[src/rtl/rid_pkg.sv]
// Package: shared encodings for the reconfigurable instruction dispatch arbiter.
// Assumes the opcode field occupies the top bits of the instruction word.
package rid_pkg;

    // Operation kind handed to the reconfigurable unit
    typedef enum logic [1:0] {
        KIND_NONE  = 2'b00,
        KIND_PSET  = 2'b01,
        KIND_CSET  = 2'b10,
        KIND_EXEC  = 2'b11
    } rkind_t;

    localparam int OPC_W = 6;

    // Reserved opcode values selecting reconfigurable work
    localparam logic [OPC_W-1:0] OPC_PSET = 6'h3A;
    localparam logic [OPC_W-1:0] OPC_CSET = 6'h3B;
    localparam logic [OPC_W-1:0] OPC_EXEC = 6'h3C;

endpackage

[src/rtl/rid_decode.sv]
// Module: partial opcode decoder.
// Classifies a word using the opcode field alone. It returns KIND_NONE for
// ordinary words. Purely combinational.
module rid_decode
    import rid_pkg::*;
(
    input  logic [OPC_W-1:0] opcode,
    output rkind_t           kind,
    output logic             is_reconf
);

    // Map reserved opcodes onto operation kinds
    always_comb begin
        unique case (opcode)
            OPC_PSET: kind = KIND_PSET;
            OPC_CSET: kind = KIND_CSET;
            OPC_EXEC: kind = KIND_EXEC;
            default:  kind = KIND_NONE;
        endcase
    end

    // Any kind other than none routes the word to the reconfigurable unit
    always_comb is_reconf = (kind != KIND_NONE);

endmodule

[src/rtl/rid_ctrl.sv]
// Module: reconfigurable operation controller.
// Tracks whether a reconfigurable operation is in progress. It issues the
// start pulse and latches the microcode address and kind. Assumes the parent
// only offers 'accept' while 'busy' is low.
module rid_ctrl
    import rid_pkg::*;
#(
    parameter int AW = 22
) (
    input  logic          clk,
    input  logic          rst_n,
    input  logic          accept,
    input  logic          is_reconf,
    input  rkind_t        kind,
    input  logic [AW-1:0] addr_in,
    input  logic          end_op,
    output logic          busy,
    output logic          start_op,
    output logic [AW-1:0] mc_addr,
    output rkind_t        op_kind
);

    logic launch;

    // A launch is an accepted reconfigurable word
    always_comb launch = accept && is_reconf;

    // Busy flag: set on launch, cleared when completion arrives
    always_ff @(posedge clk) begin
        if (!rst_n)
            busy <= 1'b0;
        else if (launch)
            busy <= 1'b1;
        else if (busy && end_op)
            busy <= 1'b0;
    end

    // Start pulse: high only in the cycle after a launch
    always_ff @(posedge clk) begin
        if (!rst_n)
            start_op <= 1'b0;
        else
            start_op <= launch;
    end

    // Hand-over registers: address and kind held until the next launch
    always_ff @(posedge clk) begin
        if (!rst_n) begin
            mc_addr <= '0;
            op_kind <= KIND_NONE;
        end else if (launch) begin
            mc_addr <= addr_in;
            op_kind <= kind;
        end
    end

    // start is a single-cycle pulse
    a_r4_start_pulse: assert property (@(posedge clk) disable iff (!rst_n)
        start_op |=> !start_op);

    // a start always comes with occupancy
    a_r5_start_occupied: assert property (@(posedge clk) disable iff (!rst_n)
        start_op |-> busy);

    // occupancy only begins together with a start
    a_r5_rise_with_start: assert property (@(posedge clk) disable iff (!rst_n)
        $rose(busy) |-> start_op);

    // completion while busy releases the unit next cycle
    a_r7_release: assert property (@(posedge clk) disable iff (!rst_n)
        (busy && end_op) |=> !busy);

    // a start always carries a real operation kind
    a_r4_kind_valid: assert property (@(posedge clk) disable iff (!rst_n)
        start_op |-> (op_kind != KIND_NONE));

endmodule

[src/rtl/rid_issue.sv]
// Module: core issue multiplexer.
// Registers the word presented to the core. It picks either the fetched word
// or the fixed no-operation word that holds the core during reconfigurable
// work.
module rid_issue #(
    parameter int          IW      = 32,
    parameter logic [IW-1:0] EMU_NOP = 32'h6000_0000
) (
    input  logic          clk,
    input  logic          rst_n,
    input  logic          accept,
    input  logic          is_reconf,
    input  logic [IW-1:0] instr_in,
    input  logic          busy,
    input  logic          end_op,
    output logic          core_valid,
    output logic [IW-1:0] core_instr
);

    typedef enum logic [1:0] {
        SEL_IDLE,
        SEL_PASS,
        SEL_EMUL
    } sel_t;

    sel_t sel;

    // Pick the source for the next issued word
    always_comb begin
        if (busy)
            sel = end_op ? SEL_IDLE : SEL_EMUL;
        else if (accept)
            sel = is_reconf ? SEL_EMUL : SEL_PASS;
        else
            sel = SEL_IDLE;
    end

    // Issue register feeding the core
    always_ff @(posedge clk) begin
        if (!rst_n) begin
            core_valid <= 1'b0;
            core_instr <= EMU_NOP;
        end else begin
            unique case (sel)
                SEL_PASS: begin
                    core_valid <= 1'b1;
                    core_instr <= instr_in;
                end
                SEL_EMUL: begin
                    core_valid <= 1'b1;
                    core_instr <= EMU_NOP;
                end
                default: begin
                    core_valid <= 1'b0;
                    core_instr <= EMU_NOP;
                end
            endcase
        end
    end

    // an accepted plain word reaches the core unchanged one cycle later
    a_r2_passthrough: assert property (@(posedge clk) disable iff (!rst_n)
        (accept && !is_reconf && !busy) |=> (core_valid && core_instr == $past(instr_in)));

    // the core sees only the no-operation word while the unit is busy
    a_r6_hold_core: assert property (@(posedge clk) disable iff (!rst_n)
        busy |-> (core_valid && core_instr == EMU_NOP));

endmodule

[src/rtl/rid_arbiter.sv]
// Module: reconfigurable instruction dispatch arbiter (top).
// Partially decodes fetched words. It sends ordinary ones to the core and
// starts the reconfigurable unit for reserved opcodes, holding the core with
// no-operation words until the unit signals completion. Assumes fetch holds
// an offered word until fetch_ready is seen.
module rid_arbiter
    import rid_pkg::*;
#(
    parameter int            IW      = 32,
    parameter int            AW      = 22,
    parameter logic [IW-1:0] EMU_NOP = 32'h6000_0000
) (
    input  logic          clk,
    input  logic          rst_n,
    input  logic          fetch_valid,
    input  logic [IW-1:0] fetch_instr,
    output logic          fetch_ready,
    output logic          core_valid,
    output logic [IW-1:0] core_instr,
    output logic          start_op,
    output logic [AW-1:0] mc_addr,
    output logic [1:0]    op_kind,
    input  logic          end_op,
    output logic          occupy
);

    localparam int OPC_LSB = IW - OPC_W;

    logic   busy;
    logic   accept;
    logic   is_reconf;
    rkind_t kind;
    rkind_t kind_q;

    // Take a word only while no reconfigurable operation is running
    always_comb fetch_ready = !busy;
    always_comb accept      = fetch_valid && fetch_ready;
    always_comb occupy      = busy;
    always_comb op_kind     = kind_q;

    rid_decode u_decode (
        .opcode    (fetch_instr[IW-1:OPC_LSB]),
        .kind      (kind),
        .is_reconf (is_reconf)
    );

    rid_ctrl #(.AW(AW)) u_ctrl (
        .clk       (clk),
        .rst_n     (rst_n),
        .accept    (accept),
        .is_reconf (is_reconf),
        .kind      (kind),
        .addr_in   (fetch_instr[AW-1:0]),
        .end_op    (end_op),
        .busy      (busy),
        .start_op  (start_op),
        .mc_addr   (mc_addr),
        .op_kind   (kind_q)
    );

    rid_issue #(.IW(IW), .EMU_NOP(EMU_NOP)) u_issue (
        .clk        (clk),
        .rst_n      (rst_n),
        .accept     (accept),
        .is_reconf  (is_reconf),
        .instr_in   (fetch_instr),
        .busy       (busy),
        .end_op     (end_op),
        .core_valid (core_valid),
        .core_instr (core_instr)
    );

    // no word is taken while occupied
    a_r5_no_take_busy: assert property (@(posedge clk) disable iff (!rst_n)
        (occupy && fetch_valid) |=> (!start_op));

endmodule

[config.mk]
export PLATFORM = sky130hd
export DESIGN_NAME = rid_arbiter
export DESIGN_NICKNAME = d
export VERILOG_FILES = /design/src/rtl/rid_pkg.sv /design/src/rtl/rid_decode.sv /design/src/rtl/rid_ctrl.sv /design/src/rtl/rid_issue.sv /design/src/rtl/rid_arbiter.sv
export SDC_FILE = /design/constraint.sdc
export NUM_CORES = 1
export LEC_CHECK = 0
export ABC_AREA = 1
export CAP_MARGIN = 20
export CORE_ASPECT_RATIO = 0.7
export CORE_UTILIZATION = 45
export CTS_CLUSTER_SIZE = 30
export DETAILED_ROUTE_END_ITERATION = 8
export DONT_BUFFER_PORTS = 1
export SYNTH_ARGS = -nofsm -noshare
export SYNTH_HDL_FRONTEND = slang
export SYNTH_SLANG_ARGS = --single-unit
export TNS_END_PERCENT = 10
[constraint.sdc]
create_clock -name clk -period 1 [get_ports clk]
set_input_delay 0.2 -clock clk [delete_from_list [all_inputs] [get_ports clk]]
set_output_delay 0.2 -clock clk [all_outputs]
set_load 0.03 [all_outputs]
==> results.tsv <==
metric	value	unit
post-synth-top-area-fraction	0.6079	
drt_iter0_drc	69	
worstSetupEndpointType	output pin	
hold_viol	0	
grt_use_total	0.2447	
setup.worst_path.class	reg2out	
critical-path-slowest-cell	dfxtp_4	
worst_clock_skew	6.561	ps
port-buffer-count	0	
critPathMaxStageDelay	360	ps
maximum_number_of_pins_on_one_net_before_global_route_repair	16	
vias_per_cell	4.946	
ctsRootBufferMaster	clkbuf_8	
peakVddDrop	1309	uV
post-route-util	0.8175	
max-slew-margin-rel	0.8480	
placed_cell_area	2302	um2
row_count	19	
post-route-min-period	1201	ps
num_vias	1835	
area_growth_syn_to_layout	69.03	%
gpl_wtd_cong	0.7466	
drtPass1Iterations	7	
chipHeight	56.98	um
crit_path_cell_trace	buf_8 > inv_4 > buf_6	
cp_num_buf_inv	3	
grt.overflow.total	0	
critPathTopFamily	flip-flops	
final_hpwl_from_detailed_placement	3007	um
worst_pin_slew	227.8	ps
yosysUniqueCellTypes	17	
wire_per_inst	14.96	um
cts_buffer_depth	2	
cts-htree-levels	3	
floorplan.die.width	80.54	um
layout_worst_path_cycle_share	1.201	
leak_pwr	1.383	nW
synth_top_area_cell	dfxtp_1	
synth.ff_latch_count	59	
antenna_found_initial	0	
cts_made_buffers	9	
critical_path_arrival	1000	ps
clkLatencyLatePin	330	ps
drive_gt1_frac	0.5235	
finalSetupViolCount	60	
first_global_vias	1685	
num-nets-final	351	
postSynthAreaPerCell	8.598	um2
setup-tns-final	-5877	ps
post_synth_inst_count	226	
final.setup.worst_slack	-200.8	ps
part_of_the_yosys_area_used_for_sequential_elements	0.6079	
critical_path_required	800	ps
cts.reportedPaths.clkPinSlew	60	ps
synth.net_count	262	
max_cap_viol_count	0	
max_clock_freq	832.8	MHz
finalMaxSlewViolations	0	
antenna_cells	0	
failed_checks	negative setup slack	
power	0.004878	W
critical_path.max_fanout	2	
synth_area	1943	um2
die-area	4589	um2
synth_warnings	0	
design_area	3284	um2
detailedPlace.worstSlack	-151.1	ps
placeableCoreArea	4018	um2
outcome	complete, but fails checks	
synthTopCellsByArea	dfxtp_1 61%, nor2_1 6.8%, nand3_1 6.7%	
detail_route.drc_violations	0	
clock_tree_from_tritoncts	yes	
clk_sinks	59	
rsz0062_at_grt	yes	
boundaryPins	96	
floorplan.initialDensity	0.4837	
startpoint_type	flop	
min-delay-path-class	in2reg	
grt_first_pass_wirelength	8107	um
power_per_cell_area	1485	nW/um2
ant_nets	0	
routed_wirelength	5552	um
layer usage:
layer / vias to the layer above / wire length [um] / share of wire / GRT usage
met5: - / 0 / 0 / 0
met4: 0 / 87 / 0.016 / 0.06888
met3: 13 / 463 / 0.083 / 0.1280
met2: 83 / 2745 / 0.49 / 0.3850
met1: 860 / 2256 / 0.41 / 0.2932
li1: 879 / - / - / -
what timing repair did:
item                                    CTS  global route
setup buffers                             2             0
pin swaps                                12            25
endpoints found under the hold margin    34             8
resized for setup                       106            37
endpoints found under the setup margin  106            84
hold buffers                             30             8
cloned                                    3             0
cells in the final DEF, fill, tap and decap left out, types with 11 or more instances in the layout:
cell / Yosys / final
nor2_1: 35 / 22
buf_4: 0 / 11
nand3_1: 26 / 16
buf_6: 4 / 34
nand2_1: 27 / 25
a21oi_2: 0 / 12
inv_1: 32 / 30
dfxtp_2: 0 / 58
a21oi_1: 25 / 13
dlygate4sd3_1: 0 / 38
synthesized netlist by cell type, drive strengths merged:
master,count
dfxtp,59
nor2,36
inv,32
nand2,30
nand3,26
a21oi,25
buf,7
clkbuf,4
or2,3
o21ai,2
clkinv,1
nand4,1
area by class of cell:
cell class | count | area (um2)
Clock inverter | 3 | 15.01
Sequential cell | 59 | 1257
Fill cell | 240 | 733.2
Clock buffer | 12 | 145.1
Inverter | 33 | 126.4
Timing Repair Buffer | 87 | 915.9
Multi-Input combinational cell | 125 | 759.5
Tap cell | 52 | 65.06
final timing paths:
kind                            endpoint  slack (ps)         startpoint  cells past startpoint
hold reg to reg        u_ctrl.mc_addr[1]         470  u_ctrl.mc_addr[1]                      2
setup / recovery             fetch_ready        -200        u_ctrl.busy                      3
setup reg to reg  u_issue.core_instr[30]        -190        u_ctrl.busy                      4
hold / removal         u_ctrl.mc_addr[7]          20     fetch_instr[7]                      2
cells by family (layout without fill, tap and decap cells):
kind of cell / count (synthesis) / after routing / share of synthesized area
flip-flops: 59 / 59 / 0.6079
AO/OA/AOI/OAI: 27 / 27 / 0.06954
AND/OR/NAND/NOR: 96 / 98 / 0.2202
buffers and inverters: 44 / 135 / 0.1024
metrics by stage:
stage	std cells	hold WS, ps
2_1_floorplan	226	299.9
3_3_place_gp	314	312.4
3_5_place_dp	314	303.7
4_1_cts	364	8.998
5_1_grt	371	2.321
6_report	371	20.85
sequential cells by signal, indices dropped and copies added, names as in the netlist:
register,cells
u_ctrl.busy,1
u_ctrl.op_kind,2
u_issue.core_valid,1
u_ctrl.mc_addr,22
u_ctrl.start_op,1
u_issue.core_instr,32
where the power goes:
group | internal [W] | switching, W | leakage, nW | total, W
Sequential | 0.00243 | 0.000149 | 0.506 | 0.00258
Combinational | 0.000259 | 0.000246 | 0.791 | 0.000506
Clock | 0.000940 | 0.000849 | 0.0860 | 0.00179
Total | 0.00363 | 0.00124 | 1.38 | 0.00488
Note: power is estimated with default switching activity, not from simulation.
